[src/rtl/sc_rx_pkg.sv]
package sc_rx_pkg;
    localparam int SC_DATA_BITS = 8;
    localparam int SC_IDX_W     = $clog2(SC_DATA_BITS);

    typedef enum logic [2:0] {
        RX_IDLE,
        RX_START,
        RX_DATA,
        RX_PAR,
        RX_HOLD
    } rx_state_t;

    typedef enum logic [1:0] {
        BK_IDLE,
        BK_GUARD,
        BK_DRIVE
    } bk_state_t;

    typedef struct packed {
        logic par_off;
        logic brk_off;
        logic drop_bad;
        logic force_err;
    } rx_cfg_t;

    typedef struct packed {
        logic [SC_DATA_BITS-1:0] data;
        logic                    valid;
        logic                    err;
    } rx_result_t;

    function automatic logic odd_ones(input logic [SC_DATA_BITS-1:0] d, input logic p);
        return (^d) ^ p;
    endfunction
endpackage

[src/rtl/sc_etu_timer.sv]
module sc_etu_timer #(
    parameter int ETU_W = 12
) (
    input  logic             clk,
    input  logic             rst,
    input  logic             clr,
    input  logic [ETU_W-1:0] etu,
    output logic             mid_hit,
    output logic             full_hit
);
    typedef logic [ETU_W-1:0] cnt_t;
    localparam cnt_t ONE = cnt_t'(1);

    cnt_t cnt_q;

    always_ff @(posedge clk) begin
        if (rst || clr) begin
            cnt_q <= '0;
        end else begin
            cnt_q <= cnt_q + ONE;
        end
    end

    assign mid_hit  = (cnt_q == ((etu >> 1) - ONE));
    assign full_hit = (cnt_q == (etu - ONE));
endmodule

[src/rtl/sc_break_gen.sv]
module sc_break_gen #(
    parameter int ETU_W = 12
) (
    input  logic             clk,
    input  logic             rst,
    input  logic             start,
    input  logic [ETU_W-1:0] etu,
    output logic             busy,
    output logic             pull_low
);
    import sc_rx_pkg::*;

    typedef logic [ETU_W-1:0] cnt_t;
    localparam cnt_t ONE = cnt_t'(1);

    bk_state_t st_q;
    cnt_t      cnt_q;
    logic      last;

    assign last = (cnt_q == (etu - ONE));

    always_ff @(posedge clk) begin
        if (rst) begin
            st_q  <= BK_IDLE;
            cnt_q <= '0;
        end else begin
            unique case (st_q)
                BK_IDLE: begin
                    cnt_q <= '0;
                    if (start) st_q <= BK_GUARD;
                end
                BK_GUARD: begin
                    if (last) begin
                        st_q  <= BK_DRIVE;
                        cnt_q <= '0;
                    end else begin
                        cnt_q <= cnt_q + ONE;
                    end
                end
                BK_DRIVE: begin
                    if (last) begin
                        st_q  <= BK_IDLE;
                        cnt_q <= '0;
                    end else begin
                        cnt_q <= cnt_q + ONE;
                    end
                end
                default: st_q <= BK_IDLE;
            endcase
        end
    end

    assign busy     = (st_q != BK_IDLE);
    assign pull_low = (st_q == BK_DRIVE);
endmodule

[src/rtl/sc_rx_fsm.sv]
module sc_rx_fsm (
    input  logic                                clk,
    input  logic                                rst,
    input  logic                                line_in,
    input  logic                                mid_hit,
    input  logic                                full_hit,
    input  logic                                proto_t1,
    input  sc_rx_pkg::rx_cfg_t                  cfg,
    input  logic                                brk_busy,
    output logic                                tmr_clr,
    output logic                                brk_start,
    output sc_rx_pkg::rx_result_t               res
);
    import sc_rx_pkg::*;

    rx_state_t               st_q;
    logic                    prev_q;
    logic [SC_IDX_W-1:0]     idx_q;
    logic [SC_DATA_BITS-1:0] shr_q;
    rx_result_t              res_q;

    logic fall;
    logic par_done;
    logic bad;
    logic drop;

    assign fall     = prev_q && !line_in;
    assign par_done = (st_q == RX_PAR) && full_hit;
    assign bad      = !cfg.par_off && (odd_ones(shr_q, line_in) || cfg.force_err);
    assign drop     = bad && !proto_t1 && cfg.drop_bad;
    assign brk_start = par_done && bad && !proto_t1 && !cfg.brk_off;

    always_comb begin
        tmr_clr = 1'b0;
        unique case (st_q)
            RX_IDLE:  tmr_clr = 1'b1;
            RX_START: tmr_clr = mid_hit;
            RX_DATA:  tmr_clr = full_hit;
            RX_PAR:   tmr_clr = full_hit;
            RX_HOLD:  tmr_clr = 1'b1;
            default:  tmr_clr = 1'b1;
        endcase
    end

    always_ff @(posedge clk) begin
        if (rst) begin
            st_q   <= RX_IDLE;
            prev_q <= 1'b1;
            idx_q  <= '0;
            shr_q  <= '0;
            res_q  <= '0;
        end else begin
            prev_q    <= line_in;
            res_q.valid <= 1'b0;
            res_q.err   <= 1'b0;
            unique case (st_q)
                RX_IDLE: begin
                    idx_q <= '0;
                    if (fall) st_q <= RX_START;
                end
                RX_START: begin
                    if (mid_hit) st_q <= line_in ? RX_IDLE : RX_DATA;
                end
                RX_DATA: begin
                    if (full_hit) begin
                        shr_q <= {line_in, shr_q[SC_DATA_BITS-1:1]};
                        idx_q <= idx_q + 1'b1;
                        if (idx_q == SC_IDX_W'(SC_DATA_BITS - 1)) st_q <= RX_PAR;
                    end
                end
                RX_PAR: begin
                    if (full_hit) begin
                        res_q.data  <= shr_q;
                        res_q.valid <= !drop;
                        res_q.err   <= bad;
                        st_q        <= brk_start ? RX_HOLD : RX_IDLE;
                    end
                end
                RX_HOLD: begin
                    if (!brk_busy) st_q <= RX_IDLE;
                end
                default: st_q <= RX_IDLE;
            endcase
        end
    end

    assign res = res_q;
endmodule

[src/rtl/sc_char_rx.sv]
module sc_char_rx #(
    parameter int ETU_W = 12
) (
    input  logic             clk,
    input  logic             rst,
    input  logic             line_in,
    input  logic [ETU_W-1:0] etu_cycles,
    input  logic             proto_t1,
    input  logic             cfg_par_off,
    input  logic             cfg_brk_off,
    input  logic             cfg_drop_bad,
    input  logic             cfg_force_err,
    output logic [7:0]       rx_data,
    output logic             rx_valid,
    output logic             err_flag,
    output logic             line_pull_low
);
    import sc_rx_pkg::*;

    rx_cfg_t    cfg;
    rx_result_t res;
    logic       tmr_clr, mid_hit, full_hit;
    logic       brk_start, brk_busy;

    assign cfg = '{par_off: cfg_par_off, brk_off: cfg_brk_off,
                   drop_bad: cfg_drop_bad, force_err: cfg_force_err};

    sc_etu_timer #(.ETU_W(ETU_W)) tmr_i (
        .clk      (clk),
        .rst      (rst),
        .clr      (tmr_clr),
        .etu      (etu_cycles),
        .mid_hit  (mid_hit),
        .full_hit (full_hit)
    );

    sc_rx_fsm fsm_i (
        .clk       (clk),
        .rst       (rst),
        .line_in   (line_in),
        .mid_hit   (mid_hit),
        .full_hit  (full_hit),
        .proto_t1  (proto_t1),
        .cfg       (cfg),
        .brk_busy  (brk_busy),
        .tmr_clr   (tmr_clr),
        .brk_start (brk_start),
        .res       (res)
    );

    sc_break_gen #(.ETU_W(ETU_W)) brk_i (
        .clk      (clk),
        .rst      (rst),
        .start    (brk_start),
        .etu      (etu_cycles),
        .busy     (brk_busy),
        .pull_low (line_pull_low)
    );

    assign rx_data  = res.data;
    assign rx_valid = res.valid;
    assign err_flag = res.err;
endmodule

[config.mk]
export PLATFORM = sky130hd
export DESIGN_NAME = sc_char_rx
export DESIGN_NICKNAME = d
export VERILOG_FILES = /design/src/rtl/sc_rx_pkg.sv /design/src/rtl/sc_etu_timer.sv /design/src/rtl/sc_break_gen.sv /design/src/rtl/sc_rx_fsm.sv /design/src/rtl/sc_char_rx.sv
export SDC_FILE = /design/constraint.sdc
export NUM_CORES = 1
export LEC_CHECK = 0
export ABC_AREA = 1
export BUFFER_PORTS_ARGS = -buffer_cell sky130_fd_sc_hd__buf_2
export CAP_MARGIN = 20
export CORE_MARGIN = 5
export CORE_UTILIZATION = 60
export DETAILED_ROUTE_END_ITERATION = 10
export PLACE_DENSITY = 0.85
export SETUP_SLACK_MARGIN = 0.2
export SLEW_MARGIN = 15
export SYNTH_ARGS = -nofsm -noshare
export SYNTH_HDL_FRONTEND = slang
export SYNTH_SLANG_ARGS = --single-unit
[constraint.sdc]
create_clock -name clk -period 2.65 [get_ports clk]
set_input_delay 0.1325 -clock clk [delete_from_list [all_inputs] [get_ports clk]]
set_output_delay 0.1325 -clock clk [all_outputs]
set_load 0.005 [all_outputs]
# ---- Yosys cells after proc, flatten, opt, wreduce, memory -nomap -nowiden
# Index checks and enable logic that the tools add are counted.
dict set report word_totals {
  output_inout_bits 11
  reg_bits 51
}
dict set report classes {
  n_addsub 5
  eq_ne 19
  n_reduce_logical 29
  bitwise 3
  n_mux 18
}
# cell n
set ops {}
lappend ops {{== test 12 bit} 3}
lappend ops {{adder 12 x 1 -> 12 bit (second input constant)} 2}
lappend ops {{2-to-1 mux 3 bit} 8}
lappend ops {{one-hot mux 12 bit (2 select lines)} 1}
lappend ops {{one-hot mux 3 bit (5 select lines)} 1}
lappend ops {{!= test 2 x 1 -> 1 bit (second input constant)} 7}
lappend ops {{2-to-1 mux 12 bit} 1}
lappend ops {{subtractor 11 x 1 -> 12 bit (second input constant)} 1}
lappend ops {{subtractor 12 x 1 -> 12 bit (second input constant)} 1}
lappend ops {{logical AND 1 bit} 8}
lappend ops {{2-to-1 mux 2 bit} 4}
lappend ops {{XOR reduction 8 bit} 1}
lappend ops {{== test 3 x 2 -> 1 bit (second input constant)} 2}
lappend ops {{== test 3 bit (second input constant)} 2}
lappend ops {{one-hot mux 2 bit (3 select lines)} 1}
lappend ops {{one-hot mux 3 bit (2 select lines)} 1}
lappend ops {{AND reduction 2 bit} 3}
lappend ops {{AND reduction 6 bit} 1}
lappend ops {{nonzero test 2 bit} 3}
lappend ops {{zero test 1 bit} 5}
lappend ops {{!= test 2 bit (second input constant)} 2}
lappend ops {{OR reduction 2 bit} 2}
lappend ops {{adder 3 x 1 -> 3 bit (second input constant)} 1}
lappend ops {{== test 3 x 1 -> 1 bit (second input constant)} 1}
lappend ops {{other kinds (10)} 12}

# ---- Logic depth before layout (Yosys ltp)
dict set report logic_depth {
  word_depth 10
  ltp_mapped 19
  depth_no_buf 18
}

# ---- Modules after synthesis
# From an unflattened synthesis, not the netlist that was laid out.
dict set report hier_totals {
  hier_cells 619
  hier_area_um2 3806.2
}
# mod seq_area_each_um2 instances area_each_um2 cells_per_inst
set modules_own_cells {}
lappend modules_own_cells {sc_etu_timer 240.2 1 1427.6 262}
lappend modules_own_cells {sc_break_gen 280.3 1 1273.7 208}
lappend modules_own_cells {sc_rx_fsm 500.5 1 1104.8 149}

# ---- Least setup slack after synthesis
# OpenSTA, ideal clock, no wires.
dict set report synth_path {
  path_kind {input-to-reg}
  start {input port etu_cycles[1]}
  end {register tmr_i.cnt_q[9]}
  setup_time_ps 126
  setup_slack_ps 768
  path_buffers 1
  cell_stages 18
  arrival_time_ps 1756
  cell_sequence {inv_1 -> ha_1 -> inv_2 -> nor2_4 -> nand3_2 -> nand2_2 -> nand2_2 -> nand2_1 -> nand2_1 -> nor2_1 -> nand3_1 -> nor2_4 -> nor2_4 -> inv_2 -> nand2_2 -> nand2_4 -> buf_12 -> nor3_4}
}
dict set report synth_via {
  elab_chain_len 4
  word_cells_on_any_way 6
  cone_classes {add/sub: 2; eq/ne: 2; mux: 1; reduce/logical: 1}
}
# element line
set synth_lines {}
lappend synth_lines {{start, declared} sc_char_rx.sv:7} ;# input logic [ETU_W-1:0] etu_cycles,
lappend synth_lines {{subtractor 12 x 1 -> 12 bit / subtractor 11 x 1 -> 12 bit (equally long branches)} {sc_etu_timer.sv:25, sc_etu_timer.sv:24}}
lappend synth_lines {{== test 12 bit (on tied branches)} {sc_etu_timer.sv:25, sc_etu_timer.sv:24}}
lappend synth_lines {{one-hot mux 1 bit (2 select lines) *} sc_rx_fsm.sv:35} ;# unique case (st_q)
lappend synth_lines {{logical OR 1 bit *} sc_etu_timer.sv:17} ;# if (rst || clr) begin
lappend synth_lines {{end signal, assigned} sc_etu_timer.sv:20} ;# cnt_q <= cnt_q + ONE;
lappend synth_lines {{end, declared} sc_etu_timer.sv:14} ;# cnt_t cnt_q;
# Every way passes the cells marked *; elsewhere a longest branch is shown, timed or not.
# A chain may end at the register's enable or synchronous reset.

# ---- Worst setup path after layout
dict set report layout_path {
  start {input port etu_cycles[1]}
  end {register tmr_i.cnt_q[11]}
}
# The elaborated chain is that of the path after synthesis.

==> results.md <==
- Clk_lat worst skew: 0.31 ns
- Post-synthesis mux area share: 0%
- Post-Synth XOR/XNOR Area: 7.467%
- Hold depth: 4
- Outcome: finished clean
- Clock sink total: 51
- Worst Path Max Fanout: 12
- Routed vias: 3547
- Crit path largest cell delay: 0.39 ns
- Layout cell share with drive strength beyond 1: 15.13%
- Peak VDD IR: 0.3608 mV
- Power Dens Cells: 528.3 nW/µm²
- Mapped Area: 3636 µm²
- Total track usage: 23.01%
- Worst Skew: 0.003348 ns
- RSZ-0062 raised after global routing: false
- Worst hold path type: in2reg
- Initial drt markers: 236
- Number of global-route vias before repair: 3280
- Die X: 87.85 µm
- Syn. warnings: 0
- P&R area growth vs syn: 8.431%
- Slew Limit Fails: 0
- First-pass GRT wire length: 14440 µm
- Slowest CP cell: ha_1
- Flop and latch count out of synthesis: 51
- Antenna-violating nets left: 0
- Die Height: 87.85 µm
- Leading area contributor after synthesis: dfxtp_1
- Final period util: 80.88%
- Area contributors post-synth: dfxtp_1, nand2_1, inv_1
- Hold_ws: 0.07838 ns
- Synth unique cells: 33
- Fill cells: 516
- Clock root buffer: clkbuf_8
- Post-synth top cells: nand2_1, inv_1, dfxtp_1
- Adder-cell area share of the yosys netlist: 3.441%
- Main combinational cell family by area after synthesis: simple AND/OR/NAND/NOR gates
- Leak Pwr: 0.001807 µW
- Initial antenna violation count: 0
- Setup violations, final: 0
- CP arrival: 2.37 ns
- Total grt overflow: 0
- DRC viols: 0
- Post-synthesis sequential area ratio: 28.08%
- Crit-path cells: buf_2 -> inv_1 -> ha_1 -> inv_2 -> nor2_4 -> nand3_2 -> o21ai_2 -> nand2_1 -> nand2_1 -> nand2_1 -> nand3_1 -> nor2_4 -> nor2_4 -> inv_2 -> nand2_2 -> nand2_4 -> nor3_1
- Worst slew pin tran: 0.5595 ns
- Async SR Flop Fraction: 0%
- Maximum number of pins on one net before global-route repair: 18
- TritonCTS Buffers: 5
- Slew headroom: 62.66%
- Final hold vios: 0
- Startpoint types: input pin
- Worst Reg2Reg Path Length in Cells: 10
- Top-area cell type share of the netlist area: 28.08%
- Htree depth: 2
- CP endpoint kind: register
- Detail Placement HPWL: 6465 µm
- Core Area: 5921 µm²
- Met2 Use GR: 39.79%
- Net Count, Synth: 593
- IO Pins: 31
- Die area: 7717 µm²
- DR WL/cell: 12.32 µm
- Synth Area in Compound Gates: 10.32%
- Max Cap Viol: 0
- Syn avg cell area: 6.458 µm²
- Critical path class: in2reg
- Most frequent cell after synthesis: nand2_1
- DRT Pass-1 Iters: 5
- Routed wire length: 8254 µm
- Clock Tree Buf Depth: 2
- M3 GR Usage: 3.293%
- WP data required: 2.88 ns
- I/O Buffers: 30
- Number of nets in the layout: 624
- Setup TNS Final: 0 ns
- Clk slew on worst S/H paths: 0.09 ns
- Avg Vias per Cell: 5.294
- Core Rows: 28
- Starting Density: 61.41%
- Post-synth EDFFs: 0
- Min Clock Period, post-route: 2.143 ns
- Simple-gate share of the synthesized area: 39.99%
- Most used routing layer: met2
- Top FF cell, synth: dfxtp_1
- Placer Congestion: 0.9790
- Achievable Freq: 466.5 MHz
- Antenna cells: 0
- Setup bufs post-CTS: 0
- GR Layer Usage met1: 30.44%
- CTS tree: done
- Post-synthesis cell count: 563
## sequential cells by signal, indices dropped and copies added, names as in the netlist
| signal | cells |
|---|---|
| brk_i.cnt_q | 12 |
| brk_i.st_q | 2 |
| fsm_i.idx_q | 3 |
| fsm_i.shr_q | 8 |
| tmr_i.cnt_q | 12 |
| fsm_i.st_q | 3 |
| fsm_i.prev_q | 1 |
| fsm_i.res | 10 |
## where the power goes
group	switching, µW	leakage (µW)	internal [µW]
sequential	51.2	0.000412	812
clock	273	0.0000548	285
combinational	447	0.00134	214
total	772	0.00181	1310
## final timing paths
check / start / to / slack [ns]
setup / recovery: etu_cycles[1] / tmr_i.cnt_q[11] / 0.51
hold / removal: cfg_par_off / fsm_i.res[0] / 0.08
setup reg to reg: tmr_i.cnt_q[2] / tmr_i.cnt_q[11] / 0.65
hold reg to reg: fsm_i.idx_q[0] / fsm_i.idx_q[0] / 0.47
## area by class of cell
class	instances	area, µm²	area share (%)
clock buffers	5	68.82	1.745
clock inverters	3	46.29	1.174
multi-input cells	419	2226	56.46
repair buffers	32	167.7	4.253
inverters	85	319.1	8.093
well taps	75	93.84	2.380
flip-flops and latches	51	1021	25.90
## critical path, delay by kind of cell
kind,cells,cell delay (ns)
compound gates,1,0.15
fa+ha+maj,1,0.39
buf+inv,4,0.39
simple gates,11,1.31
## placed cells by master, fill, tap and decap left out, types with 3 or more instances in the layout
master	n
nand2_1	153
inv_1	80
dfxtp_1	51
nand3_1	49
nor2_1	48
a21oi_1	36
buf_2	30
xor2_1	27
o21ai_0	22
nor2_2	10
ha_1	10
nor2_4	9
nand2_2	8
nor3_1	8
nand4_1	7
inv_2	5
a21oi_2	5
clkbuf_8	5
xnor2_1	4
or2_2	4
o21ai_1	4
nand3_2	3
## kinds of logic after synthesis
logic type      after synthesis
compound gates               70
buf+inv                      93
flops                        51
fa+ha+maj                    10
simple gates                308
xor+xnor                     31
## repair_timing
item,4_1_cts,5_1_grt
setup endpoints to repair,0,0
gates resized for setup,0,0
endpoints found under the hold margin,1,0
hold buffers,1,0
## per-stage QoR
stage / setup WS, ns / area, µm² / util (%) / power (µW) / instances
after global routing: 0.2510 / 3943 / 66.59 / 2225 / 670
after detailed placement: 0.2385 / 3817 / 64.48 / 1530 / 661
after CTS: 0.5542 / 3943 / 66.59 / 2092 / 670
after floorplan: 0.7676 / 3636 / - / 1406 / 563
after global placement: 0.3014 / 3817 / 64.48 / 1509 / 661
final: 0.5066 / 3943 / 66.59 / 2083 / 670
## layer usage
metal | vias to the layer above | share of wire (%)
met5 | - | 0
met4 | 0 | 1.3
met3 | 10 | 5.9
met2 | 92 | 47
met1 | 1599 | 46
li1 | 1846 | -
No activity file was read; power rests on OpenSTA's default activity.
